$ cat src/rtl/canbit_pkg.sv
package canbit_pkg;

    typedef enum logic [1:0] {
        ST_IDLE,
        ST_ARM,
        ST_SEND,
        ST_LOST
    } eng_state_t;

endpackage

$ cat src/rtl/canbit_tq_timer.sv
module canbit_tq_timer #(
    parameter int TQW = 5,
    localparam int CW = TQW + 1
) (
    input  logic           clk,
    input  logic           rst_n,
    input  logic           tq_en,
    input  logic [TQW-1:0] cfg_nbt,
    input  logic [TQW-1:0] cfg_sp,
    input  logic           len_eff,
    input  logic           shr_eff,
    output logic [CW-1:0]  tq_cnt,
    output logic           bit_end,
    output logic           samp_tick
);

    logic [CW-1:0] end_idx;
    logic [CW-1:0] samp_idx;

    always_comb begin
        end_idx  = CW'(cfg_nbt) - CW'(1) + CW'(len_eff) - CW'(shr_eff);
        samp_idx = CW'(cfg_sp) - CW'(1) + CW'(len_eff);
    end

    assign bit_end   = tq_en && (tq_cnt >= end_idx);
    assign samp_tick = tq_en && (tq_cnt == samp_idx);

    always_ff @(posedge clk or negedge rst_n) begin
        if (!rst_n) begin
            tq_cnt <= '0;
        end else if (tq_en) begin
            tq_cnt <= bit_end ? '0 : tq_cnt + CW'(1);
        end
    end


    tq_hold_chk: assert property (@(posedge clk) disable iff (!rst_n)
        !tq_en |=> $stable(tq_cnt));

endmodule

$ cat src/rtl/canbit_resync.sv
module canbit_resync #(
    parameter int TQW = 5,
    localparam int CW = TQW + 1
) (
    input  logic           clk,
    input  logic           rst_n,
    input  logic           tq_en,
    input  logic           rxd,
    input  logic [CW-1:0]  tq_cnt,
    input  logic [TQW-1:0] cfg_sp,
    input  logic           bit_end,
    output logic           len_eff,
    output logic           shr_eff
);

    logic prev_q;
    logic used_q;
    logic len_q;
    logic shr_q;
    logic fall;
    logic late_now;
    logic early_now;

    always_comb begin
        fall      = tq_en && prev_q && !rxd && !used_q;
        late_now  = fall && (tq_cnt != '0) && (tq_cnt < CW'(cfg_sp));
        early_now = fall && (tq_cnt >= CW'(cfg_sp));
        len_eff   = len_q || late_now;
        shr_eff   = shr_q || early_now;
    end

    always_ff @(posedge clk or negedge rst_n) begin
        if (!rst_n) begin
            prev_q <= 1'b1;
            used_q <= 1'b0;
            len_q  <= 1'b0;
            shr_q  <= 1'b0;
        end else if (tq_en) begin
            prev_q <= rxd;
            if (bit_end) begin
                used_q <= 1'b0;
                len_q  <= 1'b0;
                shr_q  <= 1'b0;
            end else if (fall) begin
                used_q <= 1'b1;
                len_q  <= late_now;
                shr_q  <= early_now;
            end
        end
    end


    one_corr_chk: assert property (@(posedge clk) disable iff (!rst_n)
        (tq_en && !bit_end && used_q) |=> $stable({len_q, shr_q}));


    rise_ignored_chk: assert property (@(posedge clk) disable iff (!rst_n)
        (tq_en && !prev_q && !used_q && !bit_end) |=> !(len_q || shr_q));

endmodule

$ cat src/rtl/canbit_engine.sv
module canbit_engine
    import canbit_pkg::*;
#(
    parameter int TQW = 5,
    localparam int CW = TQW + 1
) (
    input  logic           clk,
    input  logic           rst_n,
    input  logic           tq_en,
    input  logic [TQW-1:0] cfg_nbt,
    input  logic [TQW-1:0] cfg_sp,
    input  logic           start,
    input  logic           tx_valid,
    input  logic           tx_bit,
    output logic           tx_ready,
    output logic           rx_valid,
    output logic           rx_bit,
    output logic           arb_lost,
    output logic           bit_err,
    input  logic           rxd,
    output logic           txd
);

    eng_state_t    state_q;
    eng_state_t    state_d;
    logic [CW-1:0] tq_cnt;
    logic          bit_end;
    logic          samp_tick;
    logic          len_eff;
    logic          shr_eff;
    logic          start_ok;
    logic          take;
    logic          conflict_lost;
    logic          conflict_err;

    canbit_tq_timer #(.TQW(TQW)) timer_i (
        .clk       (clk),
        .rst_n     (rst_n),
        .tq_en     (tq_en),
        .cfg_nbt   (cfg_nbt),
        .cfg_sp    (cfg_sp),
        .len_eff   (len_eff),
        .shr_eff   (shr_eff),
        .tq_cnt    (tq_cnt),
        .bit_end   (bit_end),
        .samp_tick (samp_tick)
    );

    canbit_resync #(.TQW(TQW)) resync_i (
        .clk     (clk),
        .rst_n   (rst_n),
        .tq_en   (tq_en),
        .rxd     (rxd),
        .tq_cnt  (tq_cnt),
        .cfg_sp  (cfg_sp),
        .bit_end (bit_end),
        .len_eff (len_eff),
        .shr_eff (shr_eff)
    );

    always_comb begin
        tx_ready      = ((state_q == ST_ARM) || (state_q == ST_SEND)) && bit_end;
        take          = tx_ready && tx_valid;
        start_ok      = start && ((state_q == ST_IDLE) || (state_q == ST_LOST));
        conflict_lost = (state_q == ST_SEND) && samp_tick && txd && !rxd;
        conflict_err  = (state_q == ST_SEND) && samp_tick && !txd && rxd;
    end

    always_comb begin
        state_d = state_q;
        unique case (state_q)
            ST_IDLE: if (start_ok) state_d = ST_ARM;
            ST_LOST: if (start_ok) state_d = ST_ARM;
            ST_ARM:  if (tx_ready) state_d = tx_valid ? ST_SEND : ST_IDLE;
            ST_SEND: begin
                if (conflict_lost)  state_d = ST_LOST;
                else if (tx_ready)  state_d = tx_valid ? ST_SEND : ST_IDLE;
            end
            default: state_d = ST_IDLE;
        endcase
    end

    always_ff @(posedge clk or negedge rst_n) begin
        if (!rst_n) state_q <= ST_IDLE;
        else        state_q <= state_d;
    end

    always_ff @(posedge clk or negedge rst_n) begin
        if (!rst_n) begin
            txd      <= 1'b1;
            rx_valid <= 1'b0;
            rx_bit   <= 1'b1;
            arb_lost <= 1'b0;
            bit_err  <= 1'b0;
        end else begin
            rx_valid <= samp_tick;
            if (samp_tick) rx_bit <= rxd;
            bit_err <= conflict_err;
            if (start_ok)           arb_lost <= 1'b0;
            else if (conflict_lost) arb_lost <= 1'b1;
            if (conflict_lost)  txd <= 1'b1;
            else if (take)      txd <= tx_bit;
            else if (tx_ready)  txd <= 1'b1;
        end
    end


    idle_rec_chk: assert property (@(posedge clk) disable iff (!rst_n)
        (state_q == ST_IDLE) |-> txd);


    lost_quiet_chk: assert property (@(posedge clk) disable iff (!rst_n)
        (state_q == ST_LOST) |-> (txd && !tx_ready && arb_lost));


    backoff_chk: assert property (@(posedge clk) disable iff (!rst_n)
        (state_q == ST_SEND && samp_tick && txd && !rxd) |=> (arb_lost && txd));


    txd_boundary_chk: assert property (@(posedge clk) disable iff (!rst_n)
        (!bit_end && !(state_q == ST_SEND && samp_tick)) |=> $stable(txd));


    rx_pulse_chk: assert property (@(posedge clk) disable iff (!rst_n)
        rx_valid |=> !rx_valid);


    berr_excl_chk: assert property (@(posedge clk) disable iff (!rst_n)
        bit_err |-> (!arb_lost && rx_valid));

endmodule

$ cat config.mk
export PLATFORM = sky130hd
export DESIGN_NAME = canbit_engine
export DESIGN_NICKNAME = d
export VERILOG_FILES = /design/src/rtl/canbit_pkg.sv /design/src/rtl/canbit_tq_timer.sv /design/src/rtl/canbit_resync.sv /design/src/rtl/canbit_engine.sv
export SDC_FILE = /design/constraint.sdc
export NUM_CORES = 1
export LEC_CHECK = 0
export BUFFER_PORTS_ARGS = -buffer_cell sky130_fd_sc_hd__buf_2
export CAP_MARGIN = 20
export CORE_MARGIN = 2
export CORE_UTILIZATION = 55
export DETAILED_ROUTE_END_ITERATION = 8
export GPL_TIMING_DRIVEN = 0
export PLACE_DENSITY = 0.84
export RECOVER_POWER = 25
export SYNTH_ARGS = -nofsm -noshare
export SYNTH_HDL_FRONTEND = slang
export SYNTH_SLANG_ARGS = --single-unit
$ cat constraint.sdc
create_clock -name clk -period 6.6 [get_ports clk]
set_input_delay 0 -clock clk [delete_from_list [all_inputs] [get_ports clk]]
set_output_delay 0 -clock clk [all_outputs]
set_load 0.01 [all_outputs]
==> reports/metrics.cfg <==
[critical_path]
path_max_fanout = 7
endpoint = timer_i.tq_cnt[2]
reg2reg_depth = 14
critPathSlowestCell = o221ai_1
crit_path_end_kind = register
crit_path_start = timer_i.tq_cnt[3]
reg2reg_to = timer_i.tq_cnt[2]
path_depth = 14
crit_top_cell = ha_1
r2r_start = timer_i.tq_cnt[3]
critPathArrivalTime_ps = 4650
cp_top_family = compound AO/OA/AOI/OAI gates
cpPeakStageDelay_ps = 610
r2r_slack_ps = 2170
start_kind = register
worst-path-buf-inv = 0
crit_chain = ha_1, a21o_1, a211o_1, or4_4, nor2b_1, fa_1, ha_1, nand2_1, xor2_1, ha_1, nand4_1, o221ai_1, o21ai_0, a21o_1
worstSetupPathType = reg2reg
worstPathRequired_ps = 6820

[timing]
fin_tns_setup_ps = 0
max_freq_ghz = 0.226
min_period_ps = 4430
final-hold-violation-count = 0
setup_viol = 0
fin_crit_sh = 0.672
fin_hold_ws_ps = 2.97
rsz0062_at_grt = false
clock_skew_ps = 3.93
max_slew_margin = 0.373
layout_setup_ws_ps = 2170
finalMaxSlewViolations = 0
max_slew.worst_pin.slew_ps = 940

[cells_and_area]
largest_register_ffs = 6
most-common-layout-cells = buf_2 (22), ha_1 (18)
final_common_cell = buf_2
fin_nets = 219
largestRegisters = timer_i.tq_cnt x6, state_q x2
finalNonFillerCells = 212
finish.utilization = 0.650
antenna_cells = 0
largest_register = timer_i.tq_cnt
area_growth_syn_to_layout_pct = 14.0
drive_gt1_frac = 0.214
fin_area_mm2 = 0.00160
nFillCells = 203

[routing]
drc = 0
wire_per_inst_um = 16.0
final_antenna_net_count = 0
drt_iter0_markers = 44
num_vias = 1277
viasPerCell = 6.02
drtPass1Iterations = 4
routed_wl_um = 3390

[clock_network]
clock_latency_ps = 310
clk_pin_slew_worst_paths_ps = 110
numClockSinks = 17
cts_tree = yes
clockBufferDepth = 2
cts_buffers = 3
clockRootBuffer = clkbuf_4
cts_resized = 0
htree_levels = 1

[power_and_ir_drop]
ir_worst_vdd_mv = 0.251
p_total_mw = 0.591
p_per_area_mw_per_mm2 = 370
leakage_nw = 0.790

[yosys]
ys_ff_latch = 17
yosys.area_share.simple = 0.226
yosys_warnings = 0
synthDistinctLibCells = 46
synth_top_family_by_area = simple AND/OR/NAND/NOR gates
synth_compound_area_frac = 0.145
syn_area_mm2 = 0.00140
ys.flop_type = dfrtp_1
synth-async-reset-ratio = 1.00
synth_xor_area_frac = 0.0688
synth_nets = 190
synth_edf_count = 0
synthCells = 154
muxShareOfSynthArea = 0.0322
synth_area_per_cell_um2 = 9.09
yosysSeqAreaShare = 0.307
synthAdderAreaFrac = 0.175

[grt]
antenna_found_initial = 0
grt_usage = 0.261
grt_max_degree = 18
grt_pass1_wl_um = 5490
first_global_vias = 1282
overflow = 0

[placed_design]
place_congestion = 0.871
dpl_worst_slack_ps = 2260
place_hpwl_um = 2620
place_area_mm2 = 0.00155
place_inst = 206
portBuffers = 22

[die]
rows = 18
start_util = 0.570
dieArea_mm2 = 0.00297
die_w_um = 54.5
die_h_um = 54.5
coreArea_mm2 = 0.00245
ios = 23

[run_status]
status = complete, no violations

[run]
max-cap-violations = 0

[min_path]
holdCritPathClass = in2reg

[synth_stat cells, types with 2 or more instances]
master | count | area share
a21o_1 | 2 | 0.011
a21oi_1 | 7 | 0.025
a31oi_1 | 3 | 0.013
dfrtp_1 | 14 | 0.25
dfstp_2 | 3 | 0.056
ha_1 | 18 | 0.16
inv_1 | 14 | 0.038
mux2_2 | 3 | 0.024
nand2_1 | 14 | 0.038
nand2b_1 | 5 | 0.022
nand3_1 | 4 | 0.014
nand4_1 | 2 | 0.0089
nor2_1 | 14 | 0.038
nor3_1 | 3 | 0.011
nor4_1 | 2 | 0.0089
o21ai_0 | 2 | 0.0071
o21bai_1 | 2 | 0.011
o221ai_1 | 2 | 0.013
o22ai_1 | 2 | 0.0089
o31ai_1 | 2 | 0.011
or3_1 | 2 | 0.0089
xnor2_1 | 6 | 0.038
xor2_1 | 5 | 0.031
[worst register-to-register path, cell delays in order (launching register included)]
cell and delay (ps):
dfrtp_1 500, ha_1 340, a21o_1 160, a211o_1 300, or4_4 520, nor2b_1 180
fa_1 440, ha_1 230, nand2_1 80, xor2_1 70, ha_1 320, nand4_1 190
o221ai_1 610, o21ai_0 190, a21o_1 210
[cells by family after synthesis]
group                    after synthesis
AO/OA/AOI/OAI                         28
XOR/XNOR                              11
adder cells (fa/ha/maj)               19
buffers and inverters                 17
flip-flops                            17
multiplexers                           4
AND/OR/NAND/NOR                       58
[area by class of cell]
class	count	area, µm²	area share
Clock inverter	1	7.51	0.00470
Multi-Input combinational cell	120	906	0.567
Tap cell	30	37.5	0.0235
Inverter	15	56.3	0.0353
Clock buffer	3	22.5	0.0141
Sequential cell	17	429	0.269
Timing Repair Buffer	24	129	0.0807
Buffer	2	8.76	0.00549
[routing by layer]
| layer | routed length [µm] | part of all wire | track usage |
|---|---|---|---|
| met5 | 0 | 0 | 0 |
| met4 | 43 | 0.013 | 0.117 |
| met3 | 155 | 0.046 | 0.0273 |
| met2 | 1870 | 0.55 | 0.482 |
| met1 | 1320 | 0.39 | 0.301 |
[power breakdown]
part | switching, mW | internal, mW
Sequential | 0.0437 | 0.143
Clock | 0.0389 | 0.0232
Combinational | 0.197 | 0.146
[worst min-delay path by stage]
stage	from	end	cells after the start	slack, ps
2_1_floorplan	rst_n	arb_lost	0	-300
3_3_place_gp	rst_n	resync_i.len_q	1	-60
3_5_place_dp	rst_n	timer_i.tq_cnt[4]	1	-60
4_1_cts	rxd	rx_bit	2	4
5_1_grt	rxd	rx_bit	2	7
6_report	tx_bit	txd	3	3
[timing repair]
action / CTS / global route
hold endpoints to repair: 19 / 0
endpoints found under the setup margin: 0 / 0
setup buffers: 0 / 0
hold buffers: 2 / 0
Note: power is estimated with default switching activity, not from simulation.
